### src/rtl/ccd_tmg_pkg.sv
package ccd_tmg_pkg;

    typedef enum logic [2:0] {
        RG_NONE  = 3'd0,
        RG_UNST  = 3'd1,
        RG_BLACK = 3'd2,
        RG_INVAL = 3'd3,
        RG_VALID = 3'd4
    } region_e;

    typedef enum logic [2:0] {
        ST_IDLE  = 3'd0,
        ST_PRE   = 3'd1,
        ST_GATE  = 3'd2,
        ST_POST  = 3'd3,
        ST_SHIFT = 3'd4
    } seq_e;

endpackage

### src/rtl/ccd_rate_clamp.sv
module ccd_rate_clamp #(
    parameter int DIV_W    = 8,
    parameter int MIN_HALF = 13,
    parameter int MAX_HALF = 125
) (
    input  logic [DIV_W-1:0] div_in,
    output logic [DIV_W-1:0] half_out
);
    localparam logic [DIV_W-1:0] LO = DIV_W'(MIN_HALF);
    localparam logic [DIV_W-1:0] HI = DIV_W'(MAX_HALF);

    if (MAX_HALF >= (1 << DIV_W)) begin : g_bad_width
        $error("DIV_W too narrow for slowest shift rate");
    end

    always_comb begin
        if (div_in < LO)      half_out = LO;
        else if (div_in > HI) half_out = HI;
        else                  half_out = div_in;
    end
endmodule

### src/rtl/ccd_region_map.sv
module ccd_region_map
    import ccd_tmg_pkg::*;
#(
    parameter int IDX_W   = 12,
    parameter int N_UNST  = 12,
    parameter int N_OB    = 18,
    parameter int N_INV   = 2,
    parameter int N_VALID = 2088
) (
    input  logic             active,
    input  logic [IDX_W-1:0] idx,
    output region_e          code
);
    localparam int B_UNST  = N_UNST;
    localparam int B_BLACK = B_UNST + N_OB;
    localparam int B_INV   = B_BLACK + N_INV;
    localparam int B_VALID = B_INV + N_VALID;

    int pos;

    always_comb begin
        pos = 32'(idx);
        if (!active)             code = RG_NONE;
        else if (pos < B_UNST)   code = RG_UNST;
        else if (pos < B_BLACK)  code = RG_BLACK;
        else if (pos < B_INV)    code = RG_INVAL;
        else if (pos < B_VALID)  code = RG_VALID;
        else                     code = RG_INVAL;
    end
endmodule

### src/rtl/ccd_line_timer.sv
module ccd_line_timer
    import ccd_tmg_pkg::*;
#(
    parameter int CLK_KHZ = 50000,
    parameter int DIV_W   = 8,
    parameter int TG_W    = 50,
    parameter int GUARD_W = 5,
    parameter int N_UNST  = 12,
    parameter int N_OB    = 18,
    parameter int N_INV   = 2,
    parameter int N_VALID = 2088,
    parameter int N_TAIL  = 2,
    parameter int N_PAD   = 2,
    localparam int N_LINE = N_UNST + N_OB + N_INV + N_VALID + N_TAIL + N_PAD,
    localparam int IDX_W  = $clog2(N_LINE)
) (
    input  logic             clk,
    input  logic             rst_n,
    input  logic             en,
    input  logic [DIV_W-1:0] div_half,
    input  logic             line_req,
    output logic             phi_tg,
    output logic             phi1,
    output logic             phi2,
    output logic             pix_stb,
    output logic [IDX_W-1:0] pix_idx,
    output logic [2:0]       region
);
    // sensor limits converted to clock cycles (rounded toward safety)
    localparam int MIN_HALF  = (CLK_KHZ + 3999) / 4000;
    localparam int MAX_HALF  = CLK_KHZ / 400;
    localparam int TG_MIN    = (CLK_KHZ * 650 + 999999) / 1000000;
    localparam int GUARD_MIN = (CLK_KHZ * 100 + 999999) / 1000000;
    localparam int CNT_TOP   = (TG_W > GUARD_W)
                             ? ((TG_W > MAX_HALF) ? TG_W : MAX_HALF)
                             : ((GUARD_W > MAX_HALF) ? GUARD_W : MAX_HALF);
    localparam int CNT_W     = $clog2(CNT_TOP + 1);

    if (TG_W < TG_MIN) begin : g_gate_short
        $error("TG_W below minimum transfer-gate width");
    end
    if (GUARD_W < GUARD_MIN) begin : g_guard_short
        $error("GUARD_W below minimum guard interval");
    end

    typedef struct packed {
        seq_e             st;
        logic [CNT_W-1:0] cnt;
        logic             hi_half;
        logic [IDX_W-1:0] pix;
        logic [DIV_W-1:0] half;
        logic             pend;
        logic             tg;
        logic             p1;
        logic             p2;
        logic             stb;
    } regs_t;

    regs_t q, d;

    logic [DIV_W-1:0] half_c;
    logic             req_any;
    logic             last_cyc;
    region_e          code_c;

    ccd_rate_clamp #(
        .DIV_W   (DIV_W),
        .MIN_HALF(MIN_HALF),
        .MAX_HALF(MAX_HALF)
    ) u_clamp (
        .div_in  (div_half),
        .half_out(half_c)
    );

    always_comb begin
        d        = q;
        req_any  = q.pend | line_req;
        last_cyc = (q.cnt == CNT_W'(q.half - 1'b1));

        if (q.st != ST_IDLE && line_req) d.pend = 1'b1;

        unique case (q.st)
            ST_IDLE: begin
                if (en && req_any) begin
                    d.st   = ST_PRE;
                    d.cnt  = '0;
                    d.half = half_c;
                    d.pend = 1'b0;
                end
            end
            ST_PRE: begin
                if (q.cnt == CNT_W'(GUARD_W - 1)) begin
                    d.st  = ST_GATE;
                    d.cnt = '0;
                end else d.cnt = q.cnt + 1'b1;
            end
            ST_GATE: begin
                if (q.cnt == CNT_W'(TG_W - 1)) begin
                    d.st  = ST_POST;
                    d.cnt = '0;
                end else d.cnt = q.cnt + 1'b1;
            end
            ST_POST: begin
                if (q.cnt == CNT_W'(GUARD_W - 1)) begin
                    d.st      = ST_SHIFT;
                    d.cnt     = '0;
                    d.hi_half = 1'b0;
                    d.pix     = '0;
                end else d.cnt = q.cnt + 1'b1;
            end
            ST_SHIFT: begin
                if (!last_cyc) begin
                    d.cnt = q.cnt + 1'b1;
                end else begin
                    d.cnt = '0;
                    if (!q.hi_half) begin
                        d.hi_half = 1'b1;
                    end else if (q.pix == IDX_W'(N_LINE - 1)) begin
                        d.pix     = '0;
                        d.hi_half = 1'b0;
                        if (en && req_any) begin
                            d.st   = ST_PRE;
                            d.half = half_c;
                            d.pend = 1'b0;
                        end else begin
                            d.st   = ST_IDLE;
                            d.pend = req_any;
                        end
                    end else begin
                        d.hi_half = 1'b0;
                        d.pix     = q.pix + 1'b1;
                    end
                end
            end
            default: d.st = ST_IDLE;
        endcase

        d.tg  = (d.st == ST_GATE);
        d.p1  = (d.st != ST_SHIFT) || d.hi_half;
        d.p2  = (d.st == ST_SHIFT) && !d.hi_half;
        d.stb = (d.st == ST_SHIFT) && d.hi_half && (d.cnt == '0);
    end

    always_ff @(posedge clk) begin
        if (!rst_n) begin
            q         <= '0;
            q.st      <= ST_IDLE;
            q.half    <= DIV_W'(MIN_HALF);
            q.p1      <= 1'b1;
        end else begin
            q <= d;
        end
    end

    ccd_region_map #(
        .IDX_W  (IDX_W),
        .N_UNST (N_UNST),
        .N_OB   (N_OB),
        .N_INV  (N_INV),
        .N_VALID(N_VALID)
    ) u_map (
        .active(q.st == ST_SHIFT),
        .idx   (q.pix),
        .code  (code_c)
    );

    assign phi_tg  = q.tg;
    assign phi1    = q.p1;
    assign phi2    = q.p2;
    assign pix_stb = q.stb;
    assign pix_idx = q.pix;
    assign region  = code_c;
endmodule

### config.mk
export PLATFORM = sky130hd
export DESIGN_NAME = ccd_line_timer
export DESIGN_NICKNAME = d
export VERILOG_FILES = /design/src/rtl/ccd_tmg_pkg.sv /design/src/rtl/ccd_rate_clamp.sv /design/src/rtl/ccd_region_map.sv /design/src/rtl/ccd_line_timer.sv
export SDC_FILE = /design/constraint.sdc
export NUM_CORES = 1
export LEC_CHECK = 0
export CORE_MARGIN = 2
export CORE_UTILIZATION = 40
export CTS_BUF_LIST = sky130_fd_sc_hd__clkbuf_16
export DETAILED_ROUTE_END_ITERATION = 10
export PLACE_DENSITY = 0.61
export SLEW_MARGIN = 20
export SYNTH_ARGS = -nofsm -noshare
export SYNTH_HDL_FRONTEND = slang
export SYNTH_HIERARCHICAL = 1
export SYNTH_SLANG_ARGS = --single-unit
### constraint.sdc
create_clock -name clk -period 3.2 [get_ports clk]
set_input_delay 0.64 -clock clk [delete_from_list [all_inputs] [get_ports clk]]
set_output_delay 0.64 -clock clk [all_outputs]
set_load 0.01 [all_outputs]
# [Word level (Yosys, flattened, before mapping)]
# Cells that the tools add are included.
[word_totals] output_inout_bits=19 in_bits=12 word_cells=84 reg_bits=35
[classes] order_cmp=6 n_mux=32 add_sub_neg=3 n_bitwise=1 n_eq_ne=17 n_reduce_logical=15
[op_table] cell="$mux W3" count=11
[op_table] cell="$mux W8" count=4
[op_table] cell="$pmux W7 S4" count=1
[op_table] cell="$pmux W13 S2" count=1
[op_table] cell="$mux W22" count=1
[op_table] cell="$mux W21" count=1
[op_table] cell="$mux W7" count=3
[op_table] cell="$pmux W8 S2" count=1
[op_table] cell="$pmux W3 S5" count=1
[op_table] cell="$mux W13" count=1
[op_table] cell="$add A12 B1 Y12 const B" count=1
[op_table] cell="$eq A12 B12 Y1 const B" count=1
[op_table] cell="$lt A12 B12 Y1 const B" count=1
[op_table] cell="$lt A12 B4 Y1 const B" count=1
[op_table] cell="$lt A12 B5 Y1 const B" count=1
[op_table] cell="$lt A12 B6 Y1 const B" count=1
[op_table] cell="$mux W12" count=1
[op_table] cell="$ne A2 B2 Y1 const B" count=6
[op_table] cell="$mux W10" count=1
[op_table] cell="$eq A3 B2 Y1 const B" count=3
[op_table] cell="$mux W9" count=1
[op_table] cell="$gt A8 B7 Y1 const B" count=1
[op_table] cell="$lt A8 B4 Y1 const B" count=1
[op_table] cell="$add A7 B1 Y7 const B" count=1
[op_table] cell="other kinds (19)" count=28

# [Longest topological paths before layout]
[depth] word_depth=10 depth_mapped=12 depth_no_buf=9

# [By module]
# Netlist, hierarchy kept.
[by_module_without_submodules] mod="ccd_line_timer" n_inst=1 cells_per_inst=281 area_per_inst_um2=2372.3 seq_area_each_um2=700.7
[by_module_without_submodules] mod="ccd_rate_clamp" n_inst=1 cells_per_inst=16 area_per_inst_um2=97.6 seq_area_each_um2=0.0
[by_module_without_submodules] mod="ccd_region_map" n_inst=1 cells_per_inst=13 area_per_inst_um2=93.8 seq_area_each_um2=0.0

# [Least setup slack after synthesis]
# OpenSTA, ideal clock, no wires.
[synth_path] kind="reg2reg" startpoint="reg q[5] (netlist name)" endpoint="reg q (netlist bit pix_idx[11])" n_path_buf=2 setup_time_ns=0.117 setup_slack_ns=0.408 path_stages_with_launch=12 period_less_slack_ns=2.792 required_ns=3.083 arrival_time_ns=2.675 path_cell_list="dfxtp_1 inv_1 ha_1 clkbuf_2 o21ba_2 a221o_1 a2111oi_4 o21ai_4 o311a_4 buf_6 a21o_1 a22o_1"
[synth_between] elab_chain_cells=4
[synth_rtl] element="from (decl)" line_no="ccd_line_timer.sv:59" rtl="regs_t q, d;"
[synth_rtl] element="$sub A7 B1 Y7" line_no="ccd_line_timer.sv:78" rtl="last_cyc = (q.cnt == CNT_W'(q.half - 1'b1));"
[synth_rtl] element="$eq A7 B7 Y1" line_no="ccd_line_timer.sv:78"
[synth_rtl] element="$ne A2 B2 Y1 (no line)"
[synth_rtl] element="$reduce_and A4 Y1 (no line)"
# No other way between the ends.
# A chain may end at the register's enable or synchronous reset.

# [Worst setup path in the final report]
[layout_path] startpoint="reg q[5] (netlist name)" endpoint="reg q (netlist bit pix_stb)"
[layout_between] elab_chain_cells=7 elab_cells_between_ends=12 cone_classes="add/sub (1); eq/ne (2); mux (6); reduce/logical (3)"
[layout_rtl] element="$sub A7 B1 Y7 *" line_no="ccd_line_timer.sv:78"
[layout_rtl] element="$eq A7 B7 Y1 *" line_no="ccd_line_timer.sv:78"
[layout_rtl] element="$mux W3" line_no="ccd_line_timer.sv:112" rtl="if (!last_cyc) begin"
[layout_rtl] element="$pmux W3 S5" line_no="ccd_line_timer.sv:82" rtl="unique case (q.st)"
[layout_rtl] element="$eq A3 B3 Y1" line_no="ccd_line_timer.sv:141" rtl="d.stb = (d.st == ST_SHIFT) && d.hi_half && (d.cnt == '0);"
[layout_rtl] element="$logic_and A1 B1 Y1" line_no="ccd_line_timer.sv:141"
[layout_rtl] element="$logic_and A1 B1 Y1 *" line_no="ccd_line_timer.sv:141"
# Every way passes the cells marked *; elsewhere a longest branch is shown, timed or not. The select of a mux whose other input is x is not followed.

==> key figures <==
GRT
  • Pin count of the biggest net entering global routing: 21
  • Antenna violations before repair: 0
  • Via count of the first global-routing pass: 1,974
  • Global Route met1 Usage: 0.218
  • GRT Total Usage: 0.160
  • Fraction of met2 tracks used by global routing: 0.260
  • Busiest grt layer: met2
  • Wire length of the first global-routing pass: 9.47 mm
  • Overflow after GRT: 0
  • M3 GR Usage: 0.0326

Pwr
  • Maximum vdd ir drop: 0.312 mV
  • Ratio of total power to cell area: 383 nW/µm²
  • Leakage power of the design: 1.08 nW
  • Power, Total: 0.00115 W

Clock tree
  • Number of clock sinks: 35
  • Number of buffers inserted to repair setup after CTS: 0
  • Clk pin slew, worst setup/hold paths: 0.06 ns
  • Inserted Clock Buffers: 5
  • Clock tree from TritonCTS: yes
  • Hold-fix buffer count after cts: 0
  • CTS H-tree lvls: 2
  • Number of buffers on the longest clock path: 2
  • CTS resizes: 0
  • Clock latency reported for the late side of the worst-skew pair: 0.28 ns
  • Clk root buf: sky130_fd_sc_hd__clkbuf_16

Run
  • Max_cap viols: 0

Routing
  • First-pass iteration count of the detailed router: 4
  • Routed Antenna Nets: 0
  • WL per Instance: 14.2 µm
  • DRT iter0 DRCs: 132
  • Via total after detailed routing: 2,237
  • Via density per instance: 5.56
  • DRC errors left: 0
  • Wirelength, routed: 5.72 mm

Worst setup path
  • Worst setup SP type: flop
  • Critical Path Sink Type: flop
  • Number of cells on the worst reg-to-reg path: 9
  • Worst Setup EP: pix_stb$_SDFF_PN0_
  • Delay contributed by the slowest stage of the critical path: 0.42 ns
  • Worst r2r dst: pix_stb$_SDFF_PN0_
  • Worst Path Max Fanout: 9
  • Crit path max-delay cell type: sky130_fd_sc_hd__dfxtp_1
  • Setup slack of the worst register-to-register path: 0.24 ns
  • Data required time of the critical path: 3.39 ns
  • Kind of critical path: reg2reg
  • Start of the worst register-to-register path: q[5]$_SDFFE_PN1P_
  • Arrival time reported for the critical path endpoint: 3.15 ns
  • Crit path launch: q[5]$_SDFFE_PN1P_
  • Crit path cell chain: inv_1 -> ha_1 -> o21ba_2 -> a221o_1 -> a2111oi_4 -> o21ai_4 -> nor2_1 -> mux2_2 -> nor4_1

STA
  • Setup TNS: 0 ns
  • Max Clock Freq: 337 MHz
  • Final setup violating endpoints: 0
  • Final WS setup: 0.235 ns
  • Fin Clk Skew: 0.00493 ns
  • Worst max-slew margin expressed relative to the limit: 0.626
  • Hold slack: 0.554 ns
  • Final Max Slew Viols: 0
  • Hold violation total from the final report: 0
  • Setup repair after global routing missed its margin: no
  • Shortest period the worst path allows: 2.96 ns
  • Tightest Pin Transition: 0.555 ns
  • Fraction of the cycle the final worst path needs: 0.927

Outcome
  • Result of the run: finished clean

Finish
  • Fraction of layout cells with a size suffix above 1: 0.0892
  • Final core utilization: 0.477
  • Layout Nets: 341
  • Antenna cell count: 0
  • Area growth, synth to finish: 17.3%

Floorplan
  • I/O pin count: 31
  • Core Region: 6280 µm²
  • Vertical extent of the die: 83.9 µm
  • Horizontal extent of the die: 83.9 µm
  • Starting density of the core: 0.407
  • Die Outline Area: 7040 µm²
  • Row count: 29

Synthesis
  • Gate count of the mapped netlist: 308
  • Post-synthesis cell area: 2550 µm²
  • Yosys warning count: 6
  • Net count of the mapped netlist: 325
  • Average footprint of a synthesized cell: 8.29 µm²

Placement
  • Global placement routability congestion: 0.812
  • DPL Wire Length: 4.23 mm
  • Post-place setup slack: 0.217 ns
  • Port Buffers: 30

Hold path
  • Cell count of the worst hold path: 1
  • Class of the tightest hold or removal check: reg2reg
[cell usage in the layout, fill, tap and decap left out, types with 3 or more instances in the layout]
master and n:
sky130_fd_sc_hd__ha_1 5, sky130_fd_sc_hd__nand2b_1 4, sky130_fd_sc_hd__o22ai_1 4, sky130_fd_sc_hd__o21a_1 4
sky130_fd_sc_hd__a31oi_1 3, sky130_fd_sc_hd__o21ai_0 7, sky130_fd_sc_hd__dfxtp_1 35, sky130_fd_sc_hd__a22o_1 4
sky130_fd_sc_hd__nor3b_1 4, sky130_fd_sc_hd__and2_1 5, sky130_fd_sc_hd__nor2_1 25, sky130_fd_sc_hd__nand3b_1 3
sky130_fd_sc_hd__nand4_1 4, sky130_fd_sc_hd__nand3_1 14, sky130_fd_sc_hd__nor3_1 7, sky130_fd_sc_hd__or2_1 3
sky130_fd_sc_hd__or3_1 5, sky130_fd_sc_hd__buf_4 6, sky130_fd_sc_hd__xnor2_1 10, sky130_fd_sc_hd__a21o_1 5
sky130_fd_sc_hd__and3_1 8, sky130_fd_sc_hd__o211ai_1 7, sky130_fd_sc_hd__clkbuf_16 5, sky130_fd_sc_hd__mux2i_1 13
sky130_fd_sc_hd__a21oi_1 16, sky130_fd_sc_hd__clkdlybuf4s50_1 30, sky130_fd_sc_hd__nand2_1 20, sky130_fd_sc_hd__inv_1 17
sky130_fd_sc_hd__nor4b_1 3, sky130_fd_sc_hd__nor2b_1 8
[critical path, delay by kind of cell (launching register included)]
kind / cells / cell delay [ns]
AO/OA/AOI/OAI: 4 / 1.22
adder cells (fa/ha/maj): 1 / 0.30
buffers and inverters: 1 / 0.08
flip-flops: 1 / 0.42
multiplexers: 1 / 0.38
AND/OR/NAND/NOR: 2 / 0.47
[layout make-up]
type                    instances  area, µm²
fillers                       608       3280
flip-flops and latches         35        701
well taps                      77       96.3
clock buffers                   5        125
clock inverters                 3       43.8
multi-input cells             229       1620
repair buffers                 36        345
inverters                      17       63.8
[sequential cells by signal, indices dropped and copies added (netlist names)]
register	count
phi1	1
phi2	1
phi_tg	1
pix_idx	12
pix_stb	1
q	19
[through the flow]
stage	instance area, µm²	cells
after floorplan	2550	308
after global placement	2820	394
after detailed placement	2820	394
after CTS	2990	402
after global routing	2990	402
final	2990	402
[worst min-delay path by stage]
stage / startpoint / to / slack (ns)
detailed placement: pix_idx[8]$_SDFFE_PN0P_ / pix_idx[8]$_SDFFE_PN0P_ / 0.54
finish: pix_idx[8]$_SDFFE_PN0P_ / pix_idx[8]$_SDFFE_PN0P_ / 0.55
global placement: pix_idx[9]$_SDFFE_PN0P_ / pix_idx[9]$_SDFFE_PN0P_ / 0.54
global route: pix_idx[8]$_SDFFE_PN0P_ / pix_idx[8]$_SDFFE_PN0P_ / 0.58
CTS: pix_idx[8]$_SDFFE_PN0P_ / pix_idx[8]$_SDFFE_PN0P_ / 0.55
floorplan: pix_idx[6]$_SDFFE_PN0P_ / pix_idx[6]$_SDFFE_PN0P_ / 0.50
[layer usage]
metal / wire length, µm / vias to the layer above / share of wire
li1: - / 1140 / -
met3: 184 / 8 / 0.032
met4: 79 / 0 / 0.014
met5: 0 / - / 0
met2: 2650 / 41 / 0.46
met1: 2810 / 1048 / 0.49
[power by group]
part	internal (W)	switching, W	total [W]
clock	0.000367	0.000194	0.000562
combinational	0.0000630	0.0000671	0.000130
sequential	0.000444	0.0000122	0.000456
total	0.000874	0.000274	0.00115
Note: power is estimated with default switching activity, not from simulation.
